## src/rtl/flk_pkg.sv

```systemverilog
package flk_pkg;
   typedef enum logic [1:0] {
      KS_LOCKED = 2'd0,
      KS_FIRST  = 2'd1,
      KS_OPEN   = 2'd2
   } key_state_t;

   localparam int CTRL_WEN_BIT = 0;
   localparam int CTRL_EEN_BIT = 1;
endpackage

```

## src/rtl/flk_key_fsm.sv

```systemverilog
module flk_key_fsm
   import flk_pkg::*;
#(
   parameter int            KEY_W      = 8,
   parameter logic [KEY_W-1:0] KEY_FIRST  = 8'hA5,
   parameter logic [KEY_W-1:0] KEY_SECOND = 8'hF1
) (
   input  logic             clk,
   input  logic             rst_n,
   input  logic             key_wr,
   input  logic [KEY_W-1:0] key_val,
   input  logic             consume,
   input  logic             mem_fault,
   output key_state_t       state,
   output logic             err
);
   key_state_t st_n;
   logic       err_n;

   always_comb begin
      st_n  = state;
      err_n = err | mem_fault;
      if (key_wr && !err) begin
         unique case (state)
            KS_LOCKED: if (key_val == KEY_FIRST)  st_n = KS_FIRST; else err_n = 1'b1;
            KS_FIRST:  if (key_val == KEY_SECOND) st_n = KS_OPEN;  else err_n = 1'b1;
            default:   err_n = 1'b1;
         endcase
      end
      if (consume) st_n = KS_LOCKED;
      if (err_n)   st_n = KS_LOCKED;
   end

   always_ff @(posedge clk) begin
      if (!rst_n) begin
         state <= KS_LOCKED;
         err   <= 1'b0;
      end else begin
         state <= st_n;
         err   <= err_n;
      end
   end

   // error flag is sticky
   p_err_sticky_r3: assert property (@(posedge clk) disable iff (!rst_n)
      err |=> err);
   // error holds the key state at locked
   p_err_locks_r11: assert property (@(posedge clk) disable iff (!rst_n)
      err |-> state == KS_LOCKED);
   // the unlocked state is reached only from first-key-seen
   p_open_order_r2: assert property (@(posedge clk) disable iff (!rst_n)
      (state == KS_OPEN && $past(state) != KS_OPEN) |-> $past(state) == KS_FIRST);
endmodule

```

## src/rtl/flk_req_gen.sv

```systemverilog
module flk_req_gen #(
   parameter int ADDR_W       = 10,
   parameter int DATA_W       = 8,
   parameter bit CLEAR_ON_ACK = 1'b0
) (
   input  logic              clk,
   input  logic              rst_n,
   input  logic              grant,
   input  logic [ADDR_W-1:0] addr_in,
   input  logic [DATA_W-1:0] data_in,
   input  logic              ack,
   output logic              req,
   output logic [ADDR_W-1:0] addr_q,
   output logic [DATA_W-1:0] data_q,
   output logic              busy
);
   always_ff @(posedge clk) begin
      if (!rst_n) begin
         req  <= 1'b0;
         busy <= 1'b0;
      end else begin
         req <= grant;
         if (grant)     busy <= 1'b1;
         else if (ack)  busy <= 1'b0;
      end
   end

   generate
      if (CLEAR_ON_ACK) begin : g_clear
         always_ff @(posedge clk) begin
            if (!rst_n) begin
               addr_q <= '0;
               data_q <= '0;
            end else if (grant) begin
               addr_q <= addr_in;
               data_q <= data_in;
            end else if (busy && ack) begin
               addr_q <= '0;
               data_q <= '0;
            end
         end
      end else begin : g_hold
         always_ff @(posedge clk) begin
            if (!rst_n) begin
               addr_q <= '0;
               data_q <= '0;
            end else if (grant) begin
               addr_q <= addr_in;
               data_q <= data_in;
            end
         end
      end
   endgenerate

   // request lasts one cycle
   p_req_pulse_r5: assert property (@(posedge clk) disable iff (!rst_n)
      req |=> !req);
   // busy accompanies the request
   p_req_busy_r10: assert property (@(posedge clk) disable iff (!rst_n)
      req |-> busy);
   // busy holds until acknowledged
   p_busy_hold_r10: assert property (@(posedge clk) disable iff (!rst_n)
      (busy && !ack) |=> busy);
   // busy drops after acknowledge
   p_busy_drop_r10: assert property (@(posedge clk) disable iff (!rst_n)
      (busy && ack) |=> !busy);
endmodule

```

## src/rtl/flash_keylock.sv

```systemverilog
module flash_keylock
   import flk_pkg::*;
#(
   parameter int ADDR_W       = 10,
   parameter int DATA_W       = 8,
   parameter int PAGE_BYTES   = 512,
   parameter bit CLEAR_ON_ACK = 1'b0
) (
   input  logic              clk,
   input  logic              rst_n,
   input  logic              reg_wr,
   input  logic              reg_sel,
   input  logic [7:0]        reg_wdata,
   input  logic              mem_wr,
   input  logic [ADDR_W-1:0] mem_addr,
   input  logic [DATA_W-1:0] mem_wdata,
   input  logic              flash_ack,
   output logic              flash_req,
   output logic [ADDR_W-1:0] flash_addr,
   output logic [DATA_W-1:0] flash_data,
   output logic              busy,
   output logic [1:0]        key_state,
   output logic              lock_err
);
   localparam int PAGE_AW = $clog2(PAGE_BYTES);

   generate
      if (DATA_W < 1) begin : g_bad_data
         $error("DATA_W must be positive");
      end
      if (ADDR_W < PAGE_AW) begin : g_bad_addr
         $error("ADDR_W must cover one page");
      end
      if ((1 << PAGE_AW) != PAGE_BYTES) begin : g_bad_page
         $error("PAGE_BYTES must be a power of two");
      end
   endgenerate

   logic [1:0] ctrl_q;
   key_state_t ks;
   logic       err;
   logic       prog_mode, attempt, grant, fault, key_wr;

   always_ff @(posedge clk) begin
      if (!rst_n)                 ctrl_q <= '0;
      else if (reg_wr && reg_sel) ctrl_q <= reg_wdata[1:0];
   end

   assign key_wr    = reg_wr && !reg_sel;
   assign prog_mode = ctrl_q[CTRL_WEN_BIT] && !ctrl_q[CTRL_EEN_BIT];
   assign attempt   = mem_wr && prog_mode;
   assign grant     = attempt && (ks == KS_OPEN) && !err && !busy;
   assign fault     = attempt && !grant;

   flk_key_fsm #(
      .KEY_W      (8),
      .KEY_FIRST  (8'hA5),
      .KEY_SECOND (8'hF1)
   ) u_keys (
      .clk       (clk),
      .rst_n     (rst_n),
      .key_wr    (key_wr),
      .key_val   (reg_wdata),
      .consume   (grant),
      .mem_fault (fault),
      .state     (ks),
      .err       (err)
   );

   flk_req_gen #(
      .ADDR_W       (ADDR_W),
      .DATA_W       (DATA_W),
      .CLEAR_ON_ACK (CLEAR_ON_ACK)
   ) u_req (
      .clk     (clk),
      .rst_n   (rst_n),
      .grant   (grant),
      .addr_in (mem_addr),
      .data_in (mem_wdata),
      .ack     (flash_ack),
      .req     (flash_req),
      .addr_q  (flash_addr),
      .data_q  (flash_data),
      .busy    (busy)
   );

   assign key_state = ks;
   assign lock_err  = err;

   // a request always coincides with the re-lock
   p_single_use_r6: assert property (@(posedge clk) disable iff (!rst_n)
      flash_req |-> key_state == 2'd0);
   // a request only follows a programming-mode cycle
   p_prog_mode_r8: assert property (@(posedge clk) disable iff (!rst_n)
      flash_req |-> ($past(ctrl_q[CTRL_WEN_BIT]) && !$past(ctrl_q[CTRL_EEN_BIT])));
   // no request once the error flag was already set
   p_no_req_err_r11: assert property (@(posedge clk) disable iff (!rst_n)
      lock_err |=> !flash_req);
endmodule

```

## config.mk

```make
export PLATFORM = sky130hd
export DESIGN_NAME = flash_keylock
export DESIGN_NICKNAME = d
export VERILOG_FILES = /design/src/rtl/flk_pkg.sv /design/src/rtl/flk_key_fsm.sv /design/src/rtl/flk_req_gen.sv /design/src/rtl/flash_keylock.sv
export SDC_FILE = /design/constraint.sdc
export NUM_CORES = 1
export LEC_CHECK = 0
export ABC_AREA = 1
export BUFFER_PORTS_ARGS = -buffer_cell sky130_fd_sc_hd__buf_4
export CORE_AREA = 4 4 56 58
export DETAILED_ROUTE_END_ITERATION = 10
export DIE_AREA = 0 0 60 62
export MAX_ROUTING_LAYER = met4
export PLACE_DENSITY_LB_ADDON = 0.08
export SYNTH_ARGS = -nofsm -noshare
export SYNTH_HDL_FRONTEND = slang
export SYNTH_SLANG_ARGS = --single-unit
```

## constraint.sdc

```tcl
create_clock -name clk -period 3.6 [get_ports clk]
set_clock_uncertainty 0.1 [all_clocks]
set_input_delay 0 -clock clk [delete_from_list [all_inputs] [get_ports clk]]
set_output_delay 0 -clock clk [all_outputs]
set_load 0.01 [all_outputs]
```

=== Word level (Yosys, flattened, before mapping) ===
Cells that the tools add are included.

* Add/subtract/negate cells: 0
* Multipliers: 0
* Div/mod/pow operators: 0
* $lt $le $gt $ge: 0
* Equal/unequal tests: 6
* Shifts and indexed selects: 0
* Mux-type cells: 9
* Bitwise gates (word level): 2
* Reductions and logical operators: 19

{| class="wikitable"
|+ Operators with widths
! operator !! count
|-
| == test 8 bit, second input constant || 2
|-
| logical AND 1 bit || 9
|-
| zero test 1 bit || 5
|-
| two-way mux 1 bit || 5
|-
| two-way mux 2 bit || 2
|-
| inequality test 2 x 1 -> 1 bit, second input constant || 2
|-
| one-hot mux 2 bit (2 select lines) || 1
|-
| AND reduction 4 bit || 1
|-
| nonzero test 2 bit || 2
|-
| OR reduction 3 bit || 1
|-
| == test 2 x 1 -> 1 bit, second input constant || 1
|-
| == test 2 bit, second input constant || 1
|-
| zero test 2 bit || 1
|-
| one-hot mux 1 bit (2 select lines) || 1
|-
| inverter 1 bit || 1
|-
| bitwise OR 1 bit || 1
|}

* Flip-flop bits (word level): 25
* Bits in latches: 0
* Bits in writable memories: 0
* Memory bits (read-only): 0
* Bits of input ports: 32
* Output and inout port bits: 23
* Word-level logic and storage cells: 43
* Memories: 0

=== Depth between registers and ports, before layout ===
* Word-level depth: 13
* Depth in mapped cells: 9

=== Hierarchy ===
Synthesis repeated with hierarchy kept, for this count alone.

* Cells, all modules: 183
* Area, all modules: 1236.2 um^2

{| class="wikitable"
|+ Modules (own cells, without submodules)
! module !! instances !! cells each !! area each (um^2) !! sequential area each (um^2)
|-
| flk_req_gen || 1 || 120 || 875.8 || 400.4
|-
| flk_key_fsm || 1 || 41 || 240.2 || 60.1
|-
| flash_keylock || 1 || 22 || 120.1 || 40.0
|}

=== Least setup slack after synthesis ===
No wires, ideal clock.

* Path kind: register -> register
* From: register u_keys.state[1]
* To: register u_req.addr_q[7]
* Arrival time: 1072 ps
* Slack: 2316 ps
* Stages on the path, launching flop included: 7
* Buffers on the path: 1
* Cell sequence: dfxtp_1 > nand4_2 > nor2_4 > nor2_4 > buf_4 > nand2_1 > nand2_1

* Word-level cells in the longest chain between the ends: 4

{| class="wikitable"
|+ RTL lines
! what !! RTL line !! source
|-
| from (decl) || flk_key_fsm.sv:14 || <nowiki>output key_state_t state,</nowiki>
|-
| from (signal assigned) || flk_key_fsm.sv:39 || <nowiki>state <= st_n;</nowiki>
|-
| == test 2 bit || flash_keylock.sv:52 || <nowiki>assign grant = attempt && (ks == KS_OPEN) && !err && !busy;</nowiki>
|-
| logical AND 1 bit (3 in a row) || flash_keylock.sv:52 ||
|-
| to (signal assigned) || flk_req_gen.sv:48 || <nowiki>addr_q <= addr_in;</nowiki>
|-
| to (decl) || flk_req_gen.sv:13 || <nowiki>output logic [ADDR_W-1:0] addr_q,</nowiki>
|}

No other way between the ends.
A chain may end at the register's enable or synchronous reset.

=== Worst setup path after layout ===
* From: input reg_sel
* To: register ctrl_q[0]

* Word-level cells in the longest chain between the ends: 1

{| class="wikitable"
|+ RTL lines
! what !! RTL line !! source
|-
| from (decl) || flash_keylock.sv:12 || <nowiki>input logic reg_sel,</nowiki>
|-
| logical AND 1 bit || flash_keylock.sv:46 || <nowiki>else if (reg_wr && reg_sel) ctrl_q <= reg_wdata[1:0];</nowiki>
|-
| to (signal assigned) || flash_keylock.sv:46 ||
|-
| to (decl) || flash_keylock.sv:39 || <nowiki>logic [1:0] ctrl_q;</nowiki>
|}

No other way between the ends.

==> results.sh <==
export IMPL_cts_tree="done"
export IMPL_dr_total_vias=1202
export IMPL_post_cts_setup_buffer_count=0
export IMPL_rows=19
export IMPL_grt_pass1_wl_um=4747
export IMPL_instances_no_fill=266
export IMPL_synthAdderAreaFrac_pct=0
export IMPL_finalHoldViolCount=0
export IMPL_ant_nets=0
export IMPL_cts_resized=0
export IMPL_status="complete, no violations"
export IMPL_core_area_um2=2663
export IMPL_multi_input_area_um2=431.7
export IMPL_synth_top_family_by_area="simple AND/OR/NAND/NOR gates"
export IMPL_avgViaCountPerCell=4.519
export IMPL_ir_drop_v=0.0002155
export IMPL_regArea_um2=500.5
export IMPL_nFillCells=219
export IMPL_crit_arrival_ns=2.07
export IMPL_dpl_hpwl_um=1885
export IMPL_wire_per_inst_um=11.11
export IMPL_p_leak_nw=0.9153
export IMPL_die_h_um=62
export IMPL_initial_utilization_pct=38.06
export IMPL_max_slew_margin_pct=68.89
export IMPL_drt_iter0_drc=51
export IMPL_drtPass1Iterations=4
export IMPL_overflow=0
export IMPL_area_delta_synth_final_pct=86.54
export IMPL_r2r_setup_slack_ns=1.71
export IMPL_synth_compound_area_share_pct=3.827
export IMPL_layout_drive_gt1_share_pct=29.36
export IMPL_grt_max_degree=20
export IMPL_worstHoldPathType="in -> reg"
export IMPL_die_w_um=60
export IMPL_yosys_area_share_simple_pct=38.77
export IMPL_clkLatencyLatePin_ns=0.32
export IMPL_synth_mux_area_share_pct=0
export IMPL_drc=0
export IMPL_die_area_um2=3720
export IMPL_port_buffer_count=54
export IMPL_yosysSeqAreaShare_pct=49.38
export IMPL_worst_setup_path_type="in -> reg"
export IMPL_rsz0062_at_grt="no"
export IMPL_synthCells=136
export IMPL_syn_area_um2=1013
export IMPL_h_tree_depth=1
export IMPL_cts_root_buf="clkbuf_4"
export IMPL_finalCritPeriodShare_pct=52.60
export IMPL_synth_xor_xnor_area_share_pct=0
export IMPL_slew_violations=0
export IMPL_synth_seq_cells=25
export IMPL_cap_violations=0
export IMPL_cts_sinks=25
export IMPL_crit_path_end_kind="register"
export IMPL_grt_pass1_vias=1138
export IMPL_fmax_mhz=528.1
export IMPL_fin_util_pct=71.01
export IMPL_clockBufferDepth=2
export IMPL_crit_path_start_kind="input port"
export IMPL_yosysUniqueCellTypes=19
export IMPL_syn_area_per_cell_um2=7.452
export IMPL_dp_cells=219
export IMPL_hp_start="mem_wr"
export IMPL_track_usage_pct=17.54
export IMPL_cp_startpoint="reg_sel"
export IMPL_critPathRequiredTime_ns=3.78
export IMPL_cts_made_buffers=3
export IMPL_worstMarginPinSlew_ns=0.4656
export IMPL_rr_startpoint="u_keys.state[1]"
export IMPL_yosysWarnings=0
export IMPL_layout_nets=268
export IMPL_p_per_area_nw_per_um2=254.7
export IMPL_hold_buffers=43
export IMPL_fin_crit_ns=1.894
export IMPL_antenna_cells=0
export IMPL_place_congestion=0.7920
export IMPL_cp_max_fo=3
export IMPL_antenna_found_initial=0
export IMPL_synth_nets=168
export IMPL_setup_violations=0
export IMPL_tns_ns=0
export IMPL_wl_um=2956
export IMPL_io_pins=55
export IMPL_cts_clk_slew_worst_paths_ns=0.14
[per-layer routing]
layer	track usage, %	vias up	wire length [um]
met5	-	-	0
met4	6.646	0	38
met3	2.893	4	205
met2	32.56	39	1534
met1	18.56	544	1177
li1	-	615	-
[layout by cell type, fill, tap and decap left out, types with 2 or more instances in the layout]
| cell | n |
|---|---|
| nor2_4 | 2 |
| nand2_1 | 63 |
| clkbuf_4 | 3 |
| nand2_2 | 5 |
| dfxtp_1 | 25 |
| a21oi_1 | 3 |
| buf_4 | 54 |
| nand4_1 | 2 |
| nor2_1 | 9 |
| dlygate4sd3_1 | 43 |
| o21ai_0 | 2 |
| nand3_1 | 5 |
| inv_1 | 11 |
[flip-flops by register name (all words and copies together), names as in the netlist]
| name | count |
|---|---|
| u_req.busy | 1 |
| ctrl_q | 2 |
| u_req.req | 1 |
| u_keys.err | 1 |
| u_keys.state | 2 |
| u_req.data_q | 8 |
| u_req.addr_q | 10 |
[area by class of cell]
class | count | share of cell area, %
clock buffers | 3 | 1.191
clock inverters | 1 | 0.3971
inverters | 13 | 2.846
multi-input cells | 96 | 22.83
flip-flops and latches | 25 | 26.47
well taps | 31 | 2.052
repair buffers | 97 | 44.21
[critical path: stages]
cell           delay, ns
dlygate4sd3_1       0.55
buf_4               0.15
nand2_1             0.08
o21ai_0             0.07
dlygate4sd3_1       0.56
a21oi_1             0.11
dlygate4sd3_1       0.56
[cell usage after synthesis, drive strengths merged]
cell type / count / area [um2]
nand4: 3 / 25.02
o31ai: 1 / 7.510
dfxtp: 25 / 500.5
nand2: 69 / 279.0
nor2: 11 / 56.30
a21oi: 3 / 15.01
inv: 13 / 53.80
buf: 2 / 27.53
o21ai: 2 / 10.01
a31oi: 1 / 6.260
nor3b: 1 / 7.510
nand3: 5 / 25.02
[cell families (layout without fill, tap and decap cells)]
family	Yosys count	in the layout
and+or+nand+nor	89	89
DFF	25	25
buffers and inverters	15	114
AOI/OAI and AO/OA	7	7
[where the power goes]
part / total, mW / internal [mW] / switching (mW)
combinational: 0.0721 / 0.0464 / 0.0257
sequential: 0.280 / 0.279 / 0.00136
clock: 0.129 / 0.0425 / 0.0866
[worst paths after layout]
check / end / cells after the start
worst min register to register: u_req.data_q[3] / 2
worst max register to register: u_req.addr_q[9] / 7
worst max-delay path: ctrl_q[0] / 7
worst min-delay path: u_keys.err / 5
[per-stage QoR]
stage	power, mW	hold slack (ns)	setup slack [ns]	cell area (um2)
2_1_floorplan	0.3023	-0.002635	2.316	1013
3_3_place_gp	0.3336	0.08815	2.258	1430
3_5_place_dp	0.3349	0.09091	2.155	1430
4_1_cts	0.4857	0.02377	1.736	1891
5_1_grt	0.5081	0.05032	1.605	1891
6_report	0.4816	0.03565	1.706	1891
No activity file was read; power rests on OpenSTA's default activity.
